$ cat src/rtl/subpc_pkg.sv
package subpc_pkg;

   typedef enum logic [1:0] {
      PRIV_U    = 2'd0,
      PRIV_S    = 2'd1,
      PRIV_RSVD = 2'd2,
      PRIV_M    = 2'd3
   } priv_e;

   localparam int NUM_LVL = 3;

   // bank slot index -> privilege encoding
   function automatic logic [1:0] lvl_code(input int idx);
      case (idx)
         0:       lvl_code = PRIV_U;
         1:       lvl_code = PRIV_S;
         default: lvl_code = PRIV_M;
      endcase
   endfunction

endpackage

$ cat src/rtl/subpc_br_chk.sv
module subpc_br_chk #(
   parameter int SPC_W = 8
) (
   input  logic [SPC_W-1:0] tgt,
   input  logic [SPC_W-1:0] len,
   output logic             in_range
);
   // targets are offsets from the group start; legal range is [0, len)
   assign in_range = (tgt < len);
endmodule

$ cat src/rtl/subpc_trap_bank.sv
module subpc_trap_bank
   import subpc_pkg::*;
#(
   parameter int SPC_W = 8
) (
   input  logic             clk,
   input  logic             rst_n,
   input  logic             trap_valid,
   input  logic [1:0]       trap_lvl,
   input  logic [SPC_W-1:0] cur_spc,
   input  logic             cur_act,
   input  logic [1:0]       ret_lvl,
   output logic [SPC_W-1:0] ret_spc,
   output logic             ret_act,
   output logic [SPC_W-1:0] sav_u,
   output logic [SPC_W-1:0] sav_s,
   output logic [SPC_W-1:0] sav_m
);
   logic [NUM_LVL-1:0][SPC_W-1:0] spc_all;
   logic [NUM_LVL-1:0]            act_all;

   for (genvar g = 0; g < NUM_LVL; g++) begin : g_lvl
      localparam logic [1:0] CODE = lvl_code(g);
      logic [SPC_W-1:0] spc_q;
      logic             act_q;
      logic             hit;

      assign hit = trap_valid && (trap_lvl == CODE);

      always_ff @(posedge clk) begin
         if (!rst_n) begin
            spc_q <= '0;
            act_q <= 1'b0;
         end else if (hit) begin
            spc_q <= cur_spc;
            act_q <= cur_act;
         end
      end

      assign spc_all[g] = spc_q;
      assign act_all[g] = act_q;

      // the level taking the trap captures the running sub-PC
      a_r6_trap_save: assert property (@(posedge clk) disable iff (!rst_n)
         (trap_valid && trap_lvl == CODE) |=> (spc_all[g] == $past(cur_spc)));
   end

   always_comb begin
      ret_spc = '0;
      ret_act = 1'b0;
      for (int i = 0; i < NUM_LVL; i++) begin
         if (ret_lvl == lvl_code(i)) begin
            ret_spc = spc_all[i];
            ret_act = act_all[i];
         end
      end
   end

   assign sav_u = spc_all[0];
   assign sav_s = spc_all[1];
   assign sav_m = spc_all[2];
endmodule

$ cat src/rtl/subpc_tag_ctx.sv
module subpc_tag_ctx #(
   parameter int TAG_W = 16,
   parameter int VL_W  = 6
) (
   input  logic             clk,
   input  logic             rst_n,
   input  logic             load,
   input  logic             clr,
   input  logic [TAG_W-1:0] rtag_in,
   input  logic [TAG_W-1:0] ptag_in,
   input  logic [VL_W-1:0]  vl_in,
   output logic [TAG_W-1:0] rtag_q,
   output logic [TAG_W-1:0] ptag_q,
   output logic [VL_W-1:0]  vl_q
);
   always_ff @(posedge clk) begin
      if (!rst_n) begin
         rtag_q <= '0;
         ptag_q <= '0;
         vl_q   <= '0;
      end else if (clr) begin
         rtag_q <= '0;
         ptag_q <= '0;
      end else if (load) begin
         rtag_q <= rtag_in;
         ptag_q <= ptag_in;
         vl_q   <= vl_in;
      end
   end

   // group-scoped tags vanish at group end, vector length persists
   a_r8_tags_clear: assert property (@(posedge clk) disable iff (!rst_n)
      clr |=> (rtag_q == '0 && ptag_q == '0));
   a_r8_vl_kept: assert property (@(posedge clk) disable iff (!rst_n)
      clr |=> $stable(vl_q));
endmodule

$ cat src/rtl/subpc_core.sv
module subpc_core #(
   parameter int              PC_W          = 32,
   parameter int              SPC_W         = 8,
   parameter logic [PC_W-1:0] RESET_PC      = '0,
   parameter bit              SUPPORT_GROUP = 1'b1
) (
   input  logic             clk,
   input  logic             rst_n,
   input  logic             grp_start,
   input  logic [SPC_W-1:0] grp_len,
   input  logic             op_valid,
   input  logic [SPC_W-1:0] op_len,
   input  logic             br_valid,
   input  logic [SPC_W-1:0] br_tgt,
   input  logic             br_ok,
   input  logic             trap_valid,
   input  logic             xret_valid,
   input  logic [SPC_W-1:0] ret_spc,
   input  logic             ret_act,
   output logic [PC_W-1:0]  main_pc_q,
   output logic [SPC_W-1:0] sub_pc_q,
   output logic [SPC_W-1:0] len_q,
   output logic             active_q,
   output logic             viol_q,
   output logic             illegal_q,
   output logic             start_ok,
   output logic             end_now
);
   localparam int SUM_W = SPC_W + 1;

   logic             trapped_q;
   logic [SUM_W-1:0] spc_sum;
   logic             illegal_d;
   logic             quiet;

   assign spc_sum = {1'b0, sub_pc_q} + {1'b0, op_len};
   assign quiet   = !trap_valid && !xret_valid;

   assign end_now = quiet && active_q && !br_valid && op_valid
                    && (spc_sum >= {1'b0, len_q});

   if (SUPPORT_GROUP) begin : g_grp
      assign start_ok  = quiet && grp_start && !op_valid && !active_q
                         && !trapped_q && (grp_len != '0);
      assign illegal_d = 1'b0;
   end else begin : g_nogrp
      assign start_ok  = 1'b0;
      assign illegal_d = grp_start;

      // unsupported build flags every group prefix and never enters one
      a_r10_illegal: assert property (@(posedge clk) disable iff (!rst_n)
         grp_start |=> illegal_q);
      a_r10_no_group: assert property (@(posedge clk) disable iff (!rst_n)
         !active_q);
   end

   always_ff @(posedge clk) begin
      if (!rst_n) begin
         main_pc_q <= RESET_PC;
         sub_pc_q  <= '0;
         len_q     <= '0;
         active_q  <= 1'b0;
         trapped_q <= 1'b0;
         viol_q    <= 1'b0;
         illegal_q <= 1'b0;
      end else begin
         viol_q    <= 1'b0;
         illegal_q <= illegal_d;
         if (trap_valid) begin
            trapped_q <= 1'b1;
            active_q  <= 1'b0;
         end else if (xret_valid) begin
            trapped_q <= 1'b0;
            active_q  <= ret_act;
            sub_pc_q  <= ret_spc;
         end else if (br_valid && active_q) begin
            if (br_ok) sub_pc_q <= br_tgt;
            else       viol_q   <= 1'b1;
         end else if (op_valid && !trapped_q) begin
            if (active_q) begin
               if (end_now) begin
                  main_pc_q <= main_pc_q + PC_W'(len_q);
                  sub_pc_q  <= '0;
                  active_q  <= 1'b0;
               end else begin
                  sub_pc_q  <= spc_sum[SPC_W-1:0];
               end
            end else begin
               main_pc_q <= main_pc_q + PC_W'(op_len);
            end
         end else if (start_ok) begin
            active_q <= 1'b1;
            len_q    <= grp_len;
            sub_pc_q <= '0;
         end
      end
   end

   // main PC is pinned to the group start until the group finishes
   a_r1_main_pc_frozen: assert property (@(posedge clk) disable iff (!rst_n)
      (active_q && !end_now) |=> $stable(main_pc_q));
   // sub-PC never leaves the group while active
   a_r2_spc_bound: assert property (@(posedge clk) disable iff (!rst_n)
      active_q |-> (sub_pc_q < len_q));
   // group end returns to normal flow at offset zero
   a_r3_end_resets: assert property (@(posedge clk) disable iff (!rst_n)
      end_now |=> (!active_q && sub_pc_q == '0));
   // a flagged branch leaves the sub-PC where it was
   a_r5_viol_hold: assert property (@(posedge clk) disable iff (!rst_n)
      viol_q |-> $stable(sub_pc_q));
endmodule

$ cat src/rtl/subpc_seq.sv
module subpc_seq
   import subpc_pkg::*;
#(
   parameter int              PC_W          = 32,
   parameter int              SPC_W         = 8,
   parameter int              TAG_W         = 16,
   parameter int              VL_W          = 6,
   parameter logic [PC_W-1:0] RESET_PC      = 32'h0000_0100,
   parameter bit              SUPPORT_GROUP = 1'b1
) (
   input  logic             clk,
   input  logic             rst_n,
   input  logic             grp_start,
   input  logic [SPC_W-1:0] grp_len,
   input  logic [TAG_W-1:0] grp_rtag,
   input  logic [TAG_W-1:0] grp_ptag,
   input  logic [VL_W-1:0]  grp_vl,
   input  logic             op_valid,
   input  logic [SPC_W-1:0] op_len,
   input  logic             br_valid,
   input  logic [SPC_W-1:0] br_tgt,
   input  logic             trap_valid,
   input  logic [1:0]       trap_lvl,
   input  logic             xret_valid,
   input  logic [1:0]       xret_lvl,
   output logic [PC_W-1:0]  main_pc,
   output logic [SPC_W-1:0] sub_pc,
   output logic             grp_active,
   output logic             br_violation,
   output logic             illegal_insn,
   output logic [SPC_W-1:0] sav_u,
   output logic [SPC_W-1:0] sav_s,
   output logic [SPC_W-1:0] sav_m,
   output logic [TAG_W-1:0] rtag_cur,
   output logic [TAG_W-1:0] ptag_cur,
   output logic [VL_W-1:0]  vl_cur
);
   if (SPC_W < 2 || SPC_W >= PC_W) begin : g_bad_spc
      $error("subpc_seq: SPC_W must lie in [2, PC_W)");
   end
   if (TAG_W < 1 || VL_W < 1) begin : g_bad_ctx
      $error("subpc_seq: TAG_W and VL_W must be positive");
   end

   logic [SPC_W-1:0] len_q;
   logic [SPC_W-1:0] ret_spc;
   logic             ret_act;
   logic             br_ok;
   logic             start_ok;
   logic             end_now;

   subpc_br_chk #(.SPC_W(SPC_W)) u_br_chk (
      .tgt      (br_tgt),
      .len      (len_q),
      .in_range (br_ok)
   );

   subpc_core #(
      .PC_W          (PC_W),
      .SPC_W         (SPC_W),
      .RESET_PC      (RESET_PC),
      .SUPPORT_GROUP (SUPPORT_GROUP)
   ) u_core (
      .clk        (clk),
      .rst_n      (rst_n),
      .grp_start  (grp_start),
      .grp_len    (grp_len),
      .op_valid   (op_valid),
      .op_len     (op_len),
      .br_valid   (br_valid),
      .br_tgt     (br_tgt),
      .br_ok      (br_ok),
      .trap_valid (trap_valid),
      .xret_valid (xret_valid),
      .ret_spc    (ret_spc),
      .ret_act    (ret_act),
      .main_pc_q  (main_pc),
      .sub_pc_q   (sub_pc),
      .len_q      (len_q),
      .active_q   (grp_active),
      .viol_q     (br_violation),
      .illegal_q  (illegal_insn),
      .start_ok   (start_ok),
      .end_now    (end_now)
   );

   subpc_trap_bank #(.SPC_W(SPC_W)) u_bank (
      .clk        (clk),
      .rst_n      (rst_n),
      .trap_valid (trap_valid),
      .trap_lvl   (trap_lvl),
      .cur_spc    (sub_pc),
      .cur_act    (grp_active),
      .ret_lvl    (xret_lvl),
      .ret_spc    (ret_spc),
      .ret_act    (ret_act),
      .sav_u      (sav_u),
      .sav_s      (sav_s),
      .sav_m      (sav_m)
   );

   subpc_tag_ctx #(.TAG_W(TAG_W), .VL_W(VL_W)) u_tags (
      .clk     (clk),
      .rst_n   (rst_n),
      .load    (start_ok),
      .clr     (end_now),
      .rtag_in (grp_rtag),
      .ptag_in (grp_ptag),
      .vl_in   (grp_vl),
      .rtag_q  (rtag_cur),
      .ptag_q  (ptag_cur),
      .vl_q    (vl_cur)
   );

   // a return never moves the main PC
   a_r7_ret_pc_hold: assert property (@(posedge clk) disable iff (!rst_n)
      xret_valid |=> $stable(main_pc));
endmodule

$ cat config.mk
export PLATFORM = sky130hd
export DESIGN_NAME = subpc_seq
export DESIGN_NICKNAME = d
export VERILOG_FILES = /design/src/rtl/subpc_pkg.sv /design/src/rtl/subpc_br_chk.sv /design/src/rtl/subpc_trap_bank.sv /design/src/rtl/subpc_tag_ctx.sv /design/src/rtl/subpc_core.sv /design/src/rtl/subpc_seq.sv
export SDC_FILE = /design/constraint.sdc
export NUM_CORES = 1
export LEC_CHECK = 0
export ABC_AREA = 1
export BUFFER_PORTS_ARGS = -buffer_cell sky130_fd_sc_hd__buf_2
export CORE_MARGIN = 1
export CORE_UTILIZATION = 54
export DETAILED_ROUTE_END_ITERATION = 7
export GPL_ROUTABILITY_DRIVEN = 1
export PLACE_DENSITY = 0.81
export REMOVE_ABC_BUFFERS = 1
export SLEW_MARGIN = 10
export SYNTH_ARGS = -nofsm -noshare
export SYNTH_HDL_FRONTEND = slang
export SYNTH_SLANG_ARGS = --single-unit
$ cat constraint.sdc
create_clock -name clk -period 3.23 [get_ports clk]
set_clock_uncertainty 0.05 [all_clocks]
set_input_delay 0.1615 -clock clk [delete_from_list [all_inputs] [get_ports clk]]
set_output_delay 0.1615 -clock clk [all_outputs]
set_load 0.005 [all_outputs]
* Yosys cells after proc, flatten, opt, wreduce, memory -nomap -nowiden *
Cells that the tools add are included.

cells by class
  $add $sub $neg = 3
  magnitude comparators = 2
  equal/unequal tests = 8
  multiplexer cells = 24
  bitwise operators = 6
  reductions and logical operators = 35

operator list
  cell                                                    count
  two-way mux 8 bit                                       10
  adder 32 x 8 -> 32 bit                                  2
  two-way mux 32 bit                                      2
  logical AND 1 bit                                       15
  two-way mux 1 bit                                       12
  AND reduction 5 bit                                     2
  adder 8 x 8 -> 9 bit                                    1
  greater-or-equal comparator 9 x 8 -> 1 bit              1
  < comparator 8 bit                                      1
  nonzero test 8 bit                                      1
  zero test 1 bit                                         6
  inverter 1 bit                                          6
  == test 2 x 1 -> 1 bit (second input constant)          2
  == test 2 bit (second input constant)                   2
  zero test 2 bit                                         2
  inequality test 2 bit (second input constant)           2
  inequality test 4 x 2 -> 1 bit (second input constant)  1
  AND reduction 2 bit                                     2
  AND reduction 4 bit                                     1
  nonzero test 4 bit                                      1
  OR reduction 2 bit                                      2
  OR reduction 4 bit                                      1
  inequality test 3 bit (second input constant)           1
  nonzero test 3 bit                                      1
  nonzero test 2 bit                                      1

storage, ports and cells
  flip-flop bits (word level) = 116
  output and inout bits = 105

* Logic depth before layout (Yosys ltp) *
Gate-level depths: netlist (run 1).

  word-level depth = 11
  mapped depth = 21
  mapped depth without buffers = 20

* By module *
A second synthesis (run 1) with hierarchy kept.

unflattened totals
  cells, all modules = 1122
  area, all modules = 7250.7 sq um

by module, submodules not included
  module           instances  cells each  area each (sq um)
  subpc_core       1          708         4239.1
  subpc_tag_ctx    1          178         1497.7
  subpc_trap_bank  1          205         1330.0
  subpc_br_chk     1          31          183.9

* Least setup slack after synthesis (run 1) *
OpenSTA, ideal clock, no wires.

  path type = register -> register
  start point = reg u_core.sub_pc_q[0]
  end point = reg u_core.main_pc_q[18]
  data arrival time = 2550 ps
  required time = 3110 ps
  path slack = 559 ps
  cell stages (with the launch flop) = 19
  period minus slack after synthesis = 2671 ps
  cell sequence = dfxtp_1 ha_1 fa_1 nand3_1 nand3_1 xor2_1 ha_1 nand2_1 nand2_1 nand2_1 nand2_1 nor2_1 nand3_1 nand2_4 nand2_8 nand2_4 buf_4 nand2_1 a21oi_1

on the way
  longest elaborated chain between the ends = 5

ends and longest elaborated chain
  what                                        RTL line          RTL
  start: declaration                          subpc_core.sv:21  output logic [SPC_W-1:0] sub_pc_q,
  start signal: assignment                    subpc_core.sv:75  sub_pc_q <= ret_spc;
  start signal: assignment                    subpc_core.sv:77  if (br_ok) sub_pc_q <= br_tgt;
  start signal: assignment                    subpc_core.sv:86  sub_pc_q <= spc_sum[SPC_W-1:0];
  adder 8 x 8 -> 9 bit                        subpc_core.sv:36  assign spc_sum = {1'b0, sub_pc_q} + {1'b0, op_len};
  greater-or-equal comparator 9 x 8 -> 1 bit  subpc_core.sv:40  && (spc_sum >= {1'b0, len_q});
  logical AND 1 bit                           subpc_core.sv:40
  inequality test 2 bit (no source line)      -
  AND reduction 5 bit (no source line)        -
  end signal: assignment                      subpc_core.sv:82  main_pc_q <= main_pc_q + PC_W'(len_q);
  end signal: assignment                      subpc_core.sv:89  main_pc_q <= main_pc_q + PC_W'(op_len);
  end: declaration                            subpc_core.sv:20  output logic [PC_W-1:0] main_pc_q,

No other way between the ends.
A chain may end at the register's enable or synchronous reset.

* Worst setup path after layout (run 1) *
  start point = reg u_core.sub_pc_q[0]
  end point = reg u_core.main_pc_q[30]

Same word-level chain as after synthesis.

==> results of run 1 <==
## power by group through the flow
stage | sequential, mW | clock (mW) | combinational [mW]
floorplan | 1.54 | 0 | 0.328
global placement | 1.54 | 0 | 0.523
detailed placement | 1.54 | 0 | 0.528
CTS | 1.51 | 1.90 | 0.572
global route | 1.51 | 1.98 | 0.660
finish | 1.51 | 1.90 | 0.598
## worst register-to-register path: stages (launching register included)
cell     delay, ns
dfxtp_1       0.34
ha_1          0.22
fa_1          0.42
nand3_1       0.10
nand3_1       0.11
xor2_1        0.21
ha_1          0.30
nand2_1       0.07
nand2_1       0.04
nand2_1       0.05
nand2_1       0.05
nor2_1        0.10
nand3_1       0.13
nand2_4       0.16
nand2_8       0.15
buf_8         0.20
nand3_1       0.10
a21oi_1       0.07
## state kept, by name (all words and copies together), names as in the netlist
signal,cells
u_core.main_pc_q,32
u_core.sub_pc_q,8
u_tags.ptag_q,16
u_bank.sav_m,8
u_core.active_q,1
u_bank.sav_u,8
u_core.trapped_q,1
u_tags.rtag_q,16
u_core.viol_q,1
u_bank.sav_s,8
u_bank.g_lvl.act_q,3
u_core.len_q,8
u_tags.vl_q,6
## worst paths after layout
check,end,slack [ns],from,depth (start not counted)
worst max-delay path,u_core.main_pc_q[30]$_SDFFE_PN0P_,0.21,u_core.sub_pc_q[0]$_SDFFE_PN0P_,17
worst min-delay path,u_core.len_q[6]$_SDFFE_PN0P_,0.02,grp_len[6],3
worst max register to register,u_core.main_pc_q[30]$_SDFFE_PN0P_,0.21,u_core.sub_pc_q[0]$_SDFFE_PN0P_,17
worst min register to register,u_tags.rtag_q[15]$_SDFFE_PP0P_,0.41,u_tags.rtag_q[15]$_SDFFE_PP0P_,2
## repair_timing
| action | in CTS | in global routing |
|---|---|---|
| hold buffers | 43 | 0 |
| hold endpoints to repair | 43 | 0 |
| resized for setup | 0 | 6 |
| endpoints found under the setup margin | 0 | 36 |
## stage by stage
step	cells	setup TNS (ns)	setup WS [ns]	instance area, µm²
4_1_cts	1407	0	0.07152	8717
6_report	1410	0	0.2083	8767
5_1_grt	1410	-0.003853	-0.002467	8767
2_1_floorplan	983	0	0.3573	6560
3_5_place_dp	1333	0	0.09781	7696
3_3_place_gp	1333	0	0.1915	7696
## Yosys cell counts, types with 6 or more instances
cell type | n | area share (%)
nand2_1 | 335 | 19
dfxtp_1 | 116 | 34
a21oi_1 | 110 | 8.1
inv_1 | 92 | 5.1
nand3_1 | 90 | 6.6
nor2_1 | 71 | 3.9
o21ai_0 | 47 | 3.5
ha_1 | 31 | 5.7
clkbuf_1 | 19 | 1.1
xor2_1 | 13 | 1.7
buf_2 | 9 | 0.66
a22oi_1 | 8 | 0.89
nand2_2 | 8 | 0.74
nand3b_1 | 8 | 0.89
nand4_1 | 8 | 0.74
buf_6 | 6 | 1.0
nor3_1 | 6 | 0.44
## final cells by class
cell class / instances / share of cell area (%)
Inverter: 98 / 4.281
Tap cell: 168 / 2.398
Clock buffer: 19 / 4.938
Antenna cell: 2 / 0.05709
Sequential cell: 116 / 26.49
Clock inverter: 12 / 1.798
Timing Repair Buffer: 225 / 15.56
Multi-Input combinational cell: 770 / 44.48
## logic make-up after synthesis
kind of cell	count (synthesis)	synth area share, %
AOI/OAI and AO/OA	175	13.93
xor gates and xnor gates	15	1.939
DFF	116	34.28
other	1	0.05536
buffers and inverters	136	8.699
and+or+nand+nor	545	34.78
adders and majority gates	33	6.317
## metal layers
layer  wire [µm]  share of wire (%)  GRT usage, %
met3        1442                6.7         7.173
met2       10410                 49         57.21
met1        8654                 40         38.71
met4         911                4.3         17.14
met5           0                  0             0
==> impl_metrics.csv, run 1 <==
group,metric,value,unit
logic_synthesis,synth_cell_type_count,43,
routing,drtIter0Drc,676,
pwr,seq_power_share,37.7,%
job,max_cap_viol_count,0,
setup_path,crit_type,"register to register",
global_route,first_global_vias,7049,
setup_path,max_stage_delay,0.42,ns
cells_and_area,layout_commonest_cell,"nand2_1",
sta,slew_headroom,27.98,%
setup_path,path_max_fanout,19,
logic_synthesis,yosys_warnings,0,
cells_and_area,layout_common_cells,"nand2_1, buf_2, dfxtp_1, a21oi_1, inv_1",
global_route,grt_use_total,33.20,%
setup_path,cp-end-kind,"register",
setup_path,crit_buf_inv,1,
clock_network,cts_tree,"yes",
cells_and_area,seq_area,2322,µm²
logic_synthesis,synthArstFlopShare,0,%
clock_network,clock_latency,0.42,ns
sta,setup-violations-final,0,
cells_and_area,final_core_util,72.39,%
clock_network,htree_levels,4,
sta,worst_hold_slack,0.01958,ns
logic_synthesis,avgSynthCellArea,6.635,µm²
clock_network,clock-sinks,116,
setup_path,timing.critical_path.max_delay_family,"simple AND/OR/NAND/NOR gates",
sta,drv_slew,0,
pwr,p_sw_share,27.03,%
place,hpwl,14170,µm
pwr,power_density,456.9,nW/µm²
floorplan,initial_core_util,55.93,%
logic_synthesis,ys_seq_area_share,34.28,%
logic_synthesis,synth_edf_count,0,
global_route,grt.overflow.total,0,
clock_network,cts-buffers-inserted,17,
pwr,ir_worst_vdd,0.0004027,V
setup_path,crit_required,3.44,ns
cells_and_area,nets,1334,
sta,final.period_utilization,93.55,%
cells_and_area,n_fill_cell,1008,
floorplan,rows,40,
cells_and_area,drive_gt1_share,19.52,%
setup_path,slowest_stage,"fa_1",
global_route,antenna_found_initial,2,
place,port_buffers,176,
pwr,p_comb_share,14.9,%
pwr,internal-power,2.923,mW
clock_network,clock_path_buffers,2,
clock_network,clk_pin_slew_worst_paths,0.06,ns
run_status,status,"complete, no violations",
pwr,p_leak,4.228,nW
pwr,power,4.006,mW
floorplan,die_x,114,µm
cells_and_area,area_delta_synth_final,29.42,%
routing,vias_per_cell,5.424,
setup_path,worstSetupStartpointType,"register",
sta,rsz0062_at_grt,"yes",
floorplan,dieArea,13000,µm²
global_route,grt_first_pass_wirelength,33690,µm
cells_and_area,multi_input_area,3900,µm²
place,place.gp.congestion,0.9684,
routing,dr.pass1.iters,5,
clock_network,cts_root_buf,"clkbuf_16",
floorplan,core_area,12110,µm²
clock_network,postCtsSetupRepairBufs,0,
pwr,switchingPower,1.083,mW
sta,hold_viol_final,0,
global_route,grt_start_max_net_pins,56,
routing,wl_per_cell,15.19,µm
routing,ant_nets,0,
worst_hold_path,min_path_type,"input port to register",
sta,fmax,0.3309,GHz
sta,period_needed,3.022,ns
routing,drc,0,
setup_path,cp.arrival,3.23,ns
setup_path,crit_chain,"ha_1, fa_1, nand3_1, nand3_1, xor2_1, ha_1, nand2_1, nand2_1, nand2_1, nand2_1, nor2_1, nand3_1, nand2_4, nand2_8, buf_8, nand3_1, a21oi_1",
logic_synthesis,synth_ff_type,"dfxtp_1",
routing,wirelength,21420,µm
logic_synthesis,syn_area,6774,µm²
routing,route.vias.total,7648,
pwr,clockPowerShare,47.4,%
sta,worstMarginPinSlew,1.076,ns
logic_synthesis,netlist_instances,1021,
floorplan,io_pins,178,
floorplan,die_h,114,µm
logic_synthesis,ys_ff_latch,116,
(Power assumes the default switching activity.)
==> run 2: changes to the inputs <==
Settings changed: GPL_TIMING_DRIVEN from default to 0, PLACE_DENSITY 0.81 to 0.86.
==> run 2 against run 1 <==
Compared with the run above: setup slack better by 0.017 ns; clock power is essentially flat; first-iteration DRC count is 13% higher; combinational power about the same; cell area up 0.61%; sequential power barely moved; routed wire length rose by 1.3%; core utilization rose by 0.44 points; die area is the same; critical path type unchanged; largest cell class unchanged.
==> impl_metrics.csv, run 2 (same netlist as run 1, synthesis figures left out) <==
group,metric,value,unit
pwr,p_sw_share,26.76,%
clock_network,clock_latency,0.41,ns
pwr,switchingPower,1.078,mW
cells_and_area,drive_gt1_share,20.05,%
global_route,grt_use_total,33.28,%
sta,slew_headroom,11.72,%
floorplan,rows,40,
job,max_cap_viol_count,0,
pwr,ir_worst_vdd,0.0004478,V
cells_and_area,largest_reg_flops,32,
sta,final.period_utilization,93.04,%
cells_and_area,top_register,"u_core.main_pc_q",
floorplan,die_x,114,µm
routing,wl_per_cell,15.37,µm
pwr,power_density,456.8,nW/µm²
clock_network,clock-sinks,116,
routing,route.vias.total,7724,
clock_network,htree_levels,4,
setup_path,crit_required,3.49,ns
clock_network,cts-buffers-inserted,17,
place,port_buffers,176,
floorplan,die_h,114,µm
sta,hold_viol_final,0,
cells_and_area,seq_area,2323,µm²
floorplan,dieArea,13000,µm²
place,hpwl,13630,µm
cells_and_area,n_fill_cell,968,
routing,vias_per_cell,5.474,
cells_and_area,top_regs,"u_core.main_pc_q (32), u_tags.ptag_q (16), u_tags.rtag_q (16)",
pwr,p_leak,4.236,nW
routing,drc,0,
sta,drv_slew,0,
pwr,internal-power,2.951,mW
cells_and_area,area_delta_synth_final,30.22,%
global_route,grt.overflow.total,0,
setup_path,cp.arrival,3.27,ns
pwr,seq_power_share,37.6,%
routing,drtIter0Drc,762,
global_route,grt_start_max_net_pins,56,
setup_path,worstSetupStartpointType,"register",
clock_network,cts_root_buf,"clkbuf_16",
global_route,grt_first_pass_wirelength,34040,µm
routing,wirelength,21690,µm
sta,setup-violations-final,0,
clock_network,cts_tree,"yes",
floorplan,io_pins,178,
clock_network,clk_pin_slew_worst_paths,0.06,ns
sta,fmax,0.3328,GHz
floorplan,core_area,12110,µm²
routing,dr.pass1.iters,5,
routing,ant_nets,0,
run_status,status,"complete, no violations",
clock_network,clock_path_buffers,2,
setup_path,cp-end-kind,"register",
cells_and_area,layout_commonest_cell,"nand2_1",
cells_and_area,nets,1335,
sta,period_needed,3.005,ns
global_route,first_global_vias,7194,
worst_hold_path,min_path_type,"input port to register",
sta,fin_ws,0.2249,ns
cells_and_area,layout_common_cells,"nand2_1, buf_2, dfxtp_1, a21oi_1, inv_1",
setup_path,path_max_fanout,10,
cells_and_area,multi_input_area,3971,µm²
global_route,antenna_found_initial,1,
floorplan,initial_core_util,55.93,%
place,place.gp.congestion,0.9477,
sta,worstMarginPinSlew,1.320,ns
pwr,clockPowerShare,47.6,%
place,dp_slack,-0.3617,ns
pwr,p_comb_share,14.8,%
pwr,power,4.029,mW
setup_path,crit_type,"register to register",
run 2: path summary, 6_finish.rpt:
check | from | endpoint | slack [ns] | cells after the start
worst max-delay path | u_core.sub_pc_q[0]$_SDFFE_PN0P_ | u_core.main_pc_q[4]$_SDFFE_PN0P_ | 0.22 | 17
worst min-delay path | grp_vl[0] | u_tags.vl_q[0]$_SDFFE_PN0P_ | 0.01 | 3
worst max register to register | u_core.sub_pc_q[0]$_SDFFE_PN0P_ | u_core.main_pc_q[4]$_SDFFE_PN0P_ | 0.22 | 17
worst min register to register | u_tags.rtag_q[15]$_SDFFE_PP0P_ | u_tags.rtag_q[15]$_SDFFE_PP0P_ | 0.41 | 2
run 2: final cells by class:
class                      instances  share of cell area, %
sequential                       116                  26.34
timing repair buffer             222                  15.15
clock buffer                      21                  5.106
clock inverter                    11                  1.716
multi-input combinational        774                  45.02
antenna                            1                0.02837
tap                              168                  2.383
inverter                          98                  4.255
run 2: power by group through the flow:
stage               sequential, mW  combinational [mW]  clock (mW)
floorplan                     1.54               0.328           0
global placement              1.54               0.505           0
detailed placement            1.54               0.517           0
CTS                           1.51               0.569        1.93
global route                  1.52               0.667        2.00
finish                        1.51               0.596        1.92
run 2: per-layer routing:
metal | track usage, % | part of all wire [%] | vias to the layer above
li1 | - | - | 3738
met1 | 39.39 | 40 | 3485
met2 | 56.20 | 48 | 411
met3 | 7.598 | 8.0 | 90
met4 | 17.40 | 4.3 | 0
met5 | 0 | 0 | -
run 2: timing repair:
| item | in CTS | in global routing |
|---|---|---|
| gates cloned | 1 | 4 |
| hold endpoints to repair | 41 | 0 |
| pin swaps | 1 | 3 |
| resized for setup | 5 | 5 |
| buffers inserted | 0 | 4 |
| endpoints found under the setup margin | 64 | 67 |
| hold buffers | 41 | 0 |
run 2: critical path: stages, from the launching register on:
cell and delay [ns]:
dfxtp_1 0.35, ha_1 0.24, fa_2 0.37, nand3_1 0.09, nand3_1 0.13, xor2_2 0.19, ha_1 0.31, nand2_1 0.07
nand2_1 0.04, nand2_1 0.05, nand2_1 0.05, nor2_1 0.09, nand3_1 0.14, nand2_4 0.17, nand2_8 0.14, nand2_4 0.20
nand2_1 0.08, a21oi_1 0.13
run 2: through the flow:
step           std cells  area, µm²  util, %    TNS, ns  hold WS (ns)
2_1_floorplan        983       6560        -          0        0.1962
3_3_place_gp        1327       7651    63.17     -9.854        0.3594
3_5_place_dp        1328       7666    63.30     -11.07        0.3667
4_1_cts             1402       8722    72.01          0      0.005420
5_1_grt             1411       8821    72.83  -0.002067      0.008825
6_report            1411       8821    72.83          0       0.01458
